## src/rtl/uart_fc_pkg.sv

```systemverilog
package uart_fc_pkg;

  typedef enum logic [1:0] {
    FC_MODE_NORMAL    = 2'b00,
    FC_MODE_RSVD      = 2'b01,
    FC_MODE_HANDSHAKE = 2'b10,
    FC_MODE_MODEM     = 2'b11
  } fc_mode_e;

  localparam int unsigned FC_NUM_LINES = 4;
  localparam int unsigned FC_SYNC_STAGES = 2;

  // bit positions inside status / line-state vectors
  localparam int unsigned FC_BIT_RI  = 0;
  localparam int unsigned FC_BIT_DSR = 1;
  localparam int unsigned FC_BIT_DCD = 2;
  localparam int unsigned FC_BIT_CTS = 3;

endpackage

```

## src/rtl/fc_sync.sv

```systemverilog
module fc_sync #(
  parameter int unsigned WIDTH  = 4,
  parameter int unsigned STAGES = 2
) (
  input  logic             clk,
  input  logic             rst_n,
  input  logic [WIDTH-1:0] async_i,
  output logic [WIDTH-1:0] sync_o
);

  logic [WIDTH-1:0] stage_q [STAGES];

  always_ff @(posedge clk or negedge rst_n) begin
    if (!rst_n) begin
      for (int s = 0; s < STAGES; s++) stage_q[s] <= '0;
    end else begin
      stage_q[0] <= async_i;
      for (int s = 1; s < STAGES; s++) stage_q[s] <= stage_q[s-1];
    end
  end

  assign sync_o = stage_q[STAGES-1];

endmodule

```

## src/rtl/fc_change_flags.sv

```systemverilog
module fc_change_flags #(
  parameter int unsigned WIDTH = 4
) (
  input  logic             clk,
  input  logic             rst_n,
  input  logic [WIDTH-1:0] level_i,
  input  logic [WIDTH-1:0] enable_i,
  input  logic             clear_i,
  output logic [WIDTH-1:0] flags_o
);

  logic [WIDTH-1:0] prev_q;
  logic [WIDTH-1:0] flag_q, flag_d;
  logic [WIDTH-1:0] chg;

  // edge detect on already-synchronized levels
  assign chg = enable_i & (level_i ^ prev_q);

  always_comb begin
    flag_d = flag_q;
    if (clear_i) flag_d = '0;
    flag_d = flag_d | chg;   // a new event outranks the read
  end

  always_ff @(posedge clk or negedge rst_n) begin
    if (!rst_n) begin
      prev_q <= '0;
      flag_q <= '0;
    end else begin
      prev_q <= level_i;
      flag_q <= flag_d;
    end
  end

  assign flags_o = flag_q;

  for (genvar i = 0; i < WIDTH; i++) begin : g_chk
    AST_CHANGE_SETS: assert property (@(posedge clk) disable iff (!rst_n)
      chg[i] |=> flag_q[i]);
    AST_READ_CLEARS: assert property (@(posedge clk) disable iff (!rst_n)
      (clear_i && !chg[i]) |=> !flag_q[i]);
    AST_FLAG_HOLDS: assert property (@(posedge clk) disable iff (!rst_n)
      (flag_q[i] && !clear_i) |=> flag_q[i]);
    AST_NO_SPURIOUS: assert property (@(posedge clk) disable iff (!rst_n)
      (!flag_q[i] && !enable_i[i]) |=> !flag_q[i]);
  end

endmodule

```

## src/rtl/fc_irq_gen.sv

```systemverilog
module fc_irq_gen #(
  parameter int unsigned WIDTH = 4
) (
  input  logic             clk,
  input  logic             rst_n,
  input  logic [WIDTH-1:0] flags_i,
  input  logic [WIDTH-1:0] mask_i,
  output logic             irq_o
);

  logic irq_q, irq_d;

  always_comb irq_d = |(flags_i & mask_i);

  always_ff @(posedge clk or negedge rst_n) begin
    if (!rst_n) irq_q <= 1'b0;
    else        irq_q <= irq_d;
  end

  assign irq_o = irq_q;

  AST_IRQ_MASKED: assert property (@(posedge clk) disable iff (!rst_n)
    ((flags_i & mask_i) == '0) |=> !irq_o);
  AST_IRQ_RAISED: assert property (@(posedge clk) disable iff (!rst_n)
    ((flags_i & mask_i) != '0) |=> irq_o);

endmodule

```

## src/rtl/fc_line_drive.sv

```systemverilog
module fc_line_drive
  import uart_fc_pkg::*;
(
  input  logic     clk,
  input  logic     rst_n,
  input  fc_mode_e mode,
  input  logic     rx_enable_i,
  input  logic     buf_full_pulse_i,
  input  logic     buf_clr_i,
  input  logic     rts_ctrl_i,
  input  logic     dtr_ctrl_i,
  output logic     rts_o,
  output logic     dtr_o,
  output logic     buf_full_o
);

  logic full_q, full_d;
  logic rts_q, rts_d;
  logic dtr_q, dtr_d;

  always_comb begin
    full_d = full_q;
    if (buf_clr_i)        full_d = 1'b0;
    if (buf_full_pulse_i) full_d = 1'b1;
  end

  always_comb begin
    unique case (mode)
      FC_MODE_HANDSHAKE: begin
        rts_d = !rx_enable_i || full_q;
        dtr_d = 1'b1;
      end
      FC_MODE_MODEM: begin
        rts_d = rts_ctrl_i;
        dtr_d = dtr_ctrl_i;
      end
      default: begin
        rts_d = rts_ctrl_i;
        dtr_d = 1'b1;
      end
    endcase
  end

  always_ff @(posedge clk or negedge rst_n) begin
    if (!rst_n) begin
      full_q <= 1'b0;
      rts_q  <= 1'b1;
      dtr_q  <= 1'b1;
    end else begin
      full_q <= full_d;
      rts_q  <= rts_d;
      dtr_q  <= dtr_d;
    end
  end

  assign rts_o      = rts_q;
  assign dtr_o      = dtr_q;
  assign buf_full_o = full_q;

  AST_BUF_SET: assert property (@(posedge clk) disable iff (!rst_n)
    buf_full_pulse_i |=> buf_full_o);
  AST_BUF_CLEAR: assert property (@(posedge clk) disable iff (!rst_n)
    (buf_clr_i && !buf_full_pulse_i) |=> !buf_full_o);
  AST_HS_RTS_OFF: assert property (@(posedge clk) disable iff (!rst_n)
    (mode == FC_MODE_HANDSHAKE && !rx_enable_i) |=> rts_o);
  AST_DTR_IDLE: assert property (@(posedge clk) disable iff (!rst_n)
    (mode != FC_MODE_MODEM) |=> dtr_o);

endmodule

```

## src/rtl/uart_flowctl.sv

```systemverilog
module uart_flowctl
  import uart_fc_pkg::*;
#(
  parameter int unsigned NUM_LINES   = FC_NUM_LINES,
  parameter int unsigned SYNC_STAGES = FC_SYNC_STAGES
) (
  input  logic                 clk,
  input  logic                 rst_n,
  input  logic [1:0]           mode_i,
  input  logic                 rx_enable_i,
  input  logic                 rxbuf_full_pulse_i,
  input  logic                 rxbuf_clr_i,
  input  logic                 rts_ctrl_i,
  input  logic                 dtr_ctrl_i,
  input  logic                 status_rd_i,
  input  logic [NUM_LINES-1:0] irq_mask_i,
  input  logic                 cts_i,
  input  logic                 dsr_i,
  input  logic                 dcd_i,
  input  logic                 ri_i,
  input  logic                 tx_req_i,
  input  logic                 tx_busy_i,
  output logic                 tx_start_o,
  output logic                 rts_o,
  output logic                 dtr_o,
  output logic                 rxbuf_full_o,
  output logic [NUM_LINES-1:0] status_o,
  output logic [NUM_LINES-1:0] line_state_o,
  output logic                 irq_o
);

  fc_mode_e             mode;
  logic [NUM_LINES-1:0] raw_lines;
  logic [NUM_LINES-1:0] sync_lines;
  logic [NUM_LINES-1:0] det_en;
  logic                 cts_watch;
  logic                 cts_block;

  assign mode = fc_mode_e'(mode_i);

  always_comb begin
    raw_lines             = '0;
    raw_lines[FC_BIT_RI]  = ri_i;
    raw_lines[FC_BIT_DSR] = dsr_i;
    raw_lines[FC_BIT_DCD] = dcd_i;
    raw_lines[FC_BIT_CTS] = cts_i;
  end

  fc_sync #(.WIDTH(NUM_LINES), .STAGES(SYNC_STAGES)) u_sync (
    .clk     (clk),
    .rst_n   (rst_n),
    .async_i (raw_lines),
    .sync_o  (sync_lines)
  );

  assign cts_watch = (mode == FC_MODE_HANDSHAKE) || (mode == FC_MODE_MODEM);

  always_comb begin
    det_en             = '0;
    det_en[FC_BIT_RI]  = (mode == FC_MODE_MODEM);
    det_en[FC_BIT_DSR] = (mode == FC_MODE_MODEM);
    det_en[FC_BIT_DCD] = (mode == FC_MODE_MODEM);
    det_en[FC_BIT_CTS] = cts_watch;
  end

  fc_change_flags #(.WIDTH(NUM_LINES)) u_flags (
    .clk      (clk),
    .rst_n    (rst_n),
    .level_i  (sync_lines),
    .enable_i (det_en),
    .clear_i  (status_rd_i),
    .flags_o  (status_o)
  );

  fc_irq_gen #(.WIDTH(NUM_LINES)) u_irq (
    .clk     (clk),
    .rst_n   (rst_n),
    .flags_i (status_o),
    .mask_i  (irq_mask_i),
    .irq_o   (irq_o)
  );

  fc_line_drive u_drive (
    .clk              (clk),
    .rst_n            (rst_n),
    .mode             (mode),
    .rx_enable_i      (rx_enable_i),
    .buf_full_pulse_i (rxbuf_full_pulse_i),
    .buf_clr_i        (rxbuf_clr_i),
    .rts_ctrl_i       (rts_ctrl_i),
    .dtr_ctrl_i       (dtr_ctrl_i),
    .rts_o            (rts_o),
    .dtr_o            (dtr_o),
    .buf_full_o       (rxbuf_full_o)
  );

  // only new characters are gated; the busy one runs to completion
  assign cts_block  = cts_watch && sync_lines[FC_BIT_CTS];
  assign tx_start_o = tx_req_i && !tx_busy_i && !cts_block;
  assign line_state_o = sync_lines;

  AST_NO_START_BUSY: assert property (@(posedge clk) disable iff (!rst_n)
    tx_busy_i |-> !tx_start_o);
  AST_CTS_GATES: assert property (@(posedge clk) disable iff (!rst_n)
    (cts_watch && line_state_o[FC_BIT_CTS]) |-> !tx_start_o);

endmodule

```

## config.mk

```make
export PLATFORM = sky130hd
export DESIGN_NAME = uart_flowctl
export DESIGN_NICKNAME = d
export VERILOG_FILES = /design/src/rtl/uart_fc_pkg.sv /design/src/rtl/fc_sync.sv /design/src/rtl/fc_change_flags.sv /design/src/rtl/fc_irq_gen.sv /design/src/rtl/fc_line_drive.sv /design/src/rtl/uart_flowctl.sv
export SDC_FILE = /design/constraint.sdc
export NUM_CORES = 1
export LEC_CHECK = 0
export CAP_MARGIN = 30
export CORE_MARGIN = 1.5
export CORE_UTILIZATION = 35
export DETAILED_ROUTE_END_ITERATION = 16
export DONT_BUFFER_PORTS = 1
export GPL_ROUTABILITY_DRIVEN = 0
export PLACE_DENSITY = 0.49
export SETUP_SLACK_MARGIN = 0.5
export SKIP_LAST_GASP = 1
export SYNTH_ARGS = -nofsm -noshare
export SYNTH_HDL_FRONTEND = slang
export SYNTH_SLANG_ARGS = --single-unit
```

## constraint.sdc

```tcl
create_clock -name clk -period 2.5 [get_ports clk]
set_clock_uncertainty 0.2 [all_clocks]
set_input_delay 0.625 -clock clk [delete_from_list [all_inputs] [get_ports clk]]
set_output_delay 0.625 -clock clk [all_outputs]
set_load 0.02 [all_outputs]
```

==> results.txt <==
Status: finished clean
Critical path required time: 1.67 ns
1st-iter DRT viols: 1
CP bufs+invs: 0
Final Max Slew Viols: 0
Share of the synthesized area in the top cell type: 0.650
Peak VDD IR: 0.344 mV
Final #Nets: 67
Hold WC Path Type: flop to flop
Setup_tns: 0 ns
Final hold viol count: 0
ANT nets after route: 0
Initial antenna violation count: 0
Die footprint: 2260 sq um
Pwr per Cell Area: 745 nW/um^2
Port Buffers: 0
FF+latch count, synth: 20
Period utilization: 0.778
Min Tclk post-route: 1.95 ns
Delay-heaviest family, CP: flip-flops
Psw: 0.132 mW
Clock share of power: 0.247
Slew headroom: 0.449
Area leader, netlist: dfrtp_1
Area Growth Syn to Fin: 6.86%
RSZ-0062 raised after global routing: true
CP Max Fanout: 4
Routed vias: 319
DRC viols: 0
DR WL/cell: 13.6 um
Critical Path End Type: output port
Fillers: 181
Synth Cell Area: 693 sq um
Clk slew on worst S/H paths: 0.09 ns
CTS max path bufs: 2
Switching Share: 0.239
Yosys warns: 0
Die Wd: 47.5 um
CTS sink cnt: 20
Total gr overflow: 0
CP max stage cell: dfrtp_2
Setup Viol. Count Final: 0
Pint: 0.420 mW
CTS Buf Count: 3
Sequential area share after synthesis: 0.726
Slowest cell delay on critical path: 0.50 ns
Top Ports: 33
CTS tree: done
Post-synth EDFFs: 0
Final hold slack: 0.155 ns
Max cap viols: 0
Top cells by area, synth: dfrtp_1 (65%), dfstp_2 (7.6%), buf_4 (4.3%)
Worst R2R Start: u_drive.buf_full_o$_DFFE_PN0P_
Arrival @ worst endpoint: 1.12 ns
Syn nets: 65
Leakage: 0.323 nW
# diodes: 0
Worst-margin pin slew: 0.825 ns
Count leader, synth: dfrtp_1
Root Buffer Master: clkbuf_4
DR pass1 iterations: 2
Vias in the first global route: 337
Mean Syn Cell Area: 15.4 sq um
Comb pwr share: 0.061
Cells after Synth: 45
Post-DP HPWL: 757 um
Post-CTS setup buffers: 0
Worst setup SP type: flop
Vias per inst: 4.56
Final setup margin: 0.554 ns
Hold path startpoint: u_sync.stage_q[7]$_DFF_PN0_
Critical Path Source: u_sync.sync_o[3]$_DFF_PN0_
Initial Utilization: 0.385
Final design utilization: 0.411
GRT Util Overall: 0.105
Post-Place Worst Slack: 0.639 ns
Synth Flop Type: dfrtp_1
Share of cells above drive strength 1: 0.200
Share of flip-flops with an asynchronous set or reset: 1.00
Core Box Area: 1800 sq um
Largest net degree at the start of global routing: 21
Total Routed Length: 951 um
Clk_lat worst skew: 0.28 ns
First-pass GRT wire length: 1.46 mm
Critical path class: flop to output port
FMAX: 514 MHz
Seq pwr share: 0.693
Die H: 47.5 um
CP Cell Sequence: a211oi_4
Most frequent cells after synthesis: dfrtp_1 (18), buf_4 (4), inv_1 (3), o2bb2ai_1 (3), xnor2_1 (3)
H-tree lvl count: 1
Num rows: 15
Synth unique cells: 16
==> timing repair <==
item,CTS,global route
endpoints found under the hold margin,20,0
gates resized for setup,2,0
hold buffers,1,0
setup endpoints to repair,1,1
pin swaps,1,0
==> power groups by stage <==
stage	sequential (mW)	combinational (mW)	clock (mW)
final	0.382	0.0334	0.136
after global routing	0.387	0.0381	0.165
after CTS	0.383	0.0348	0.148
after detailed placement	0.389	0.0267	0
after global placement	0.388	0.0252	0
after floorplan	0.380	0.0322	0
==> registers in the layout (all words and copies together) (netlist names) <==
| register | count |
|---|---|
| u_drive.rts_o | 1 |
| u_drive.buf_full_o | 1 |
| u_drive.dtr_o | 1 |
| u_irq.irq_o | 1 |
| u_sync.stage_q | 4 |
| u_flags.prev_q | 4 |
| u_flags.flags_o | 4 |
| u_sync.sync_o | 4 |
==> through the flow <==
stage,total power [mW],area [sq um],std cells
2_1_floorplan,0.412,698,45
3_3_place_gp,0.414,699,66
3_5_place_dp,0.416,699,66
4_1_cts,0.566,741,70
5_1_grt,0.591,741,70
6_report,0.552,741,70
==> cells by family after synthesis <==
family	Yosys count	synth area share
flops	20	0.726
buf+inv	7	0.0596
compound gates	8	0.0939
simple gates	5	0.0487
xor+xnor	4	0.0506
mux	1	0.0217
==> worst paths after layout <==
path,to,slack [ns],cells after the start
max reg2reg,u_drive.rts_o$_DFF_PN1_,1.33,2
min reg2reg,u_sync.sync_o[3]$_DFF_PN0_,0.15,0
max,tx_start_o,0.55,1
min,u_sync.sync_o[3]$_DFF_PN0_,0.15,0
max in group asynchronous,u_sync.sync_o[3]$_DFF_PN0_,0.87,1
min in group asynchronous,u_flags.prev_q[3]$_DFF_PN0_,0.68,1
==> placed cells by master, fill, tap and decap left out <==
master,n
dfrtp_1,17
inv_1,3
xnor2_1,3
o2bb2ai_1,3
clkbuf_4,3
nand2_1,2
a22oi_1,2
dfstp_2,2
a211oi_4,1
or2_1,1
nand2b_1,1
nor2b_4,1
mux2_4,1
xor2_1,1
a22o_1,1
a21o_1,1
dlygate4sd3_1,1
dfrtp_2,1
==> per-layer routing <==
layer  global-route usage  wire length, um  vias up  share of wire
li1                     -                -      143              -
met1               0.0983              374      150           0.39
met2                0.165              468       26           0.49
met3               0.0943              109        0           0.11
met4               0.0333                0        0              0
met5                    0                0        -              0
==> area by class of cell <==
type / instances / area, sq um / share of cell area
Timing Repair Buffer: 1 / 10.0 / 0.0135
Sequential cell: 20 / 504 / 0.681
Tap cell: 25 / 31.3 / 0.0422
Multi-Input combinational cell: 18 / 161 / 0.218
Inverter: 3 / 11.3 / 0.0152
Clock buffer: 3 / 22.5 / 0.0304
(Power assumes the default switching activity.)
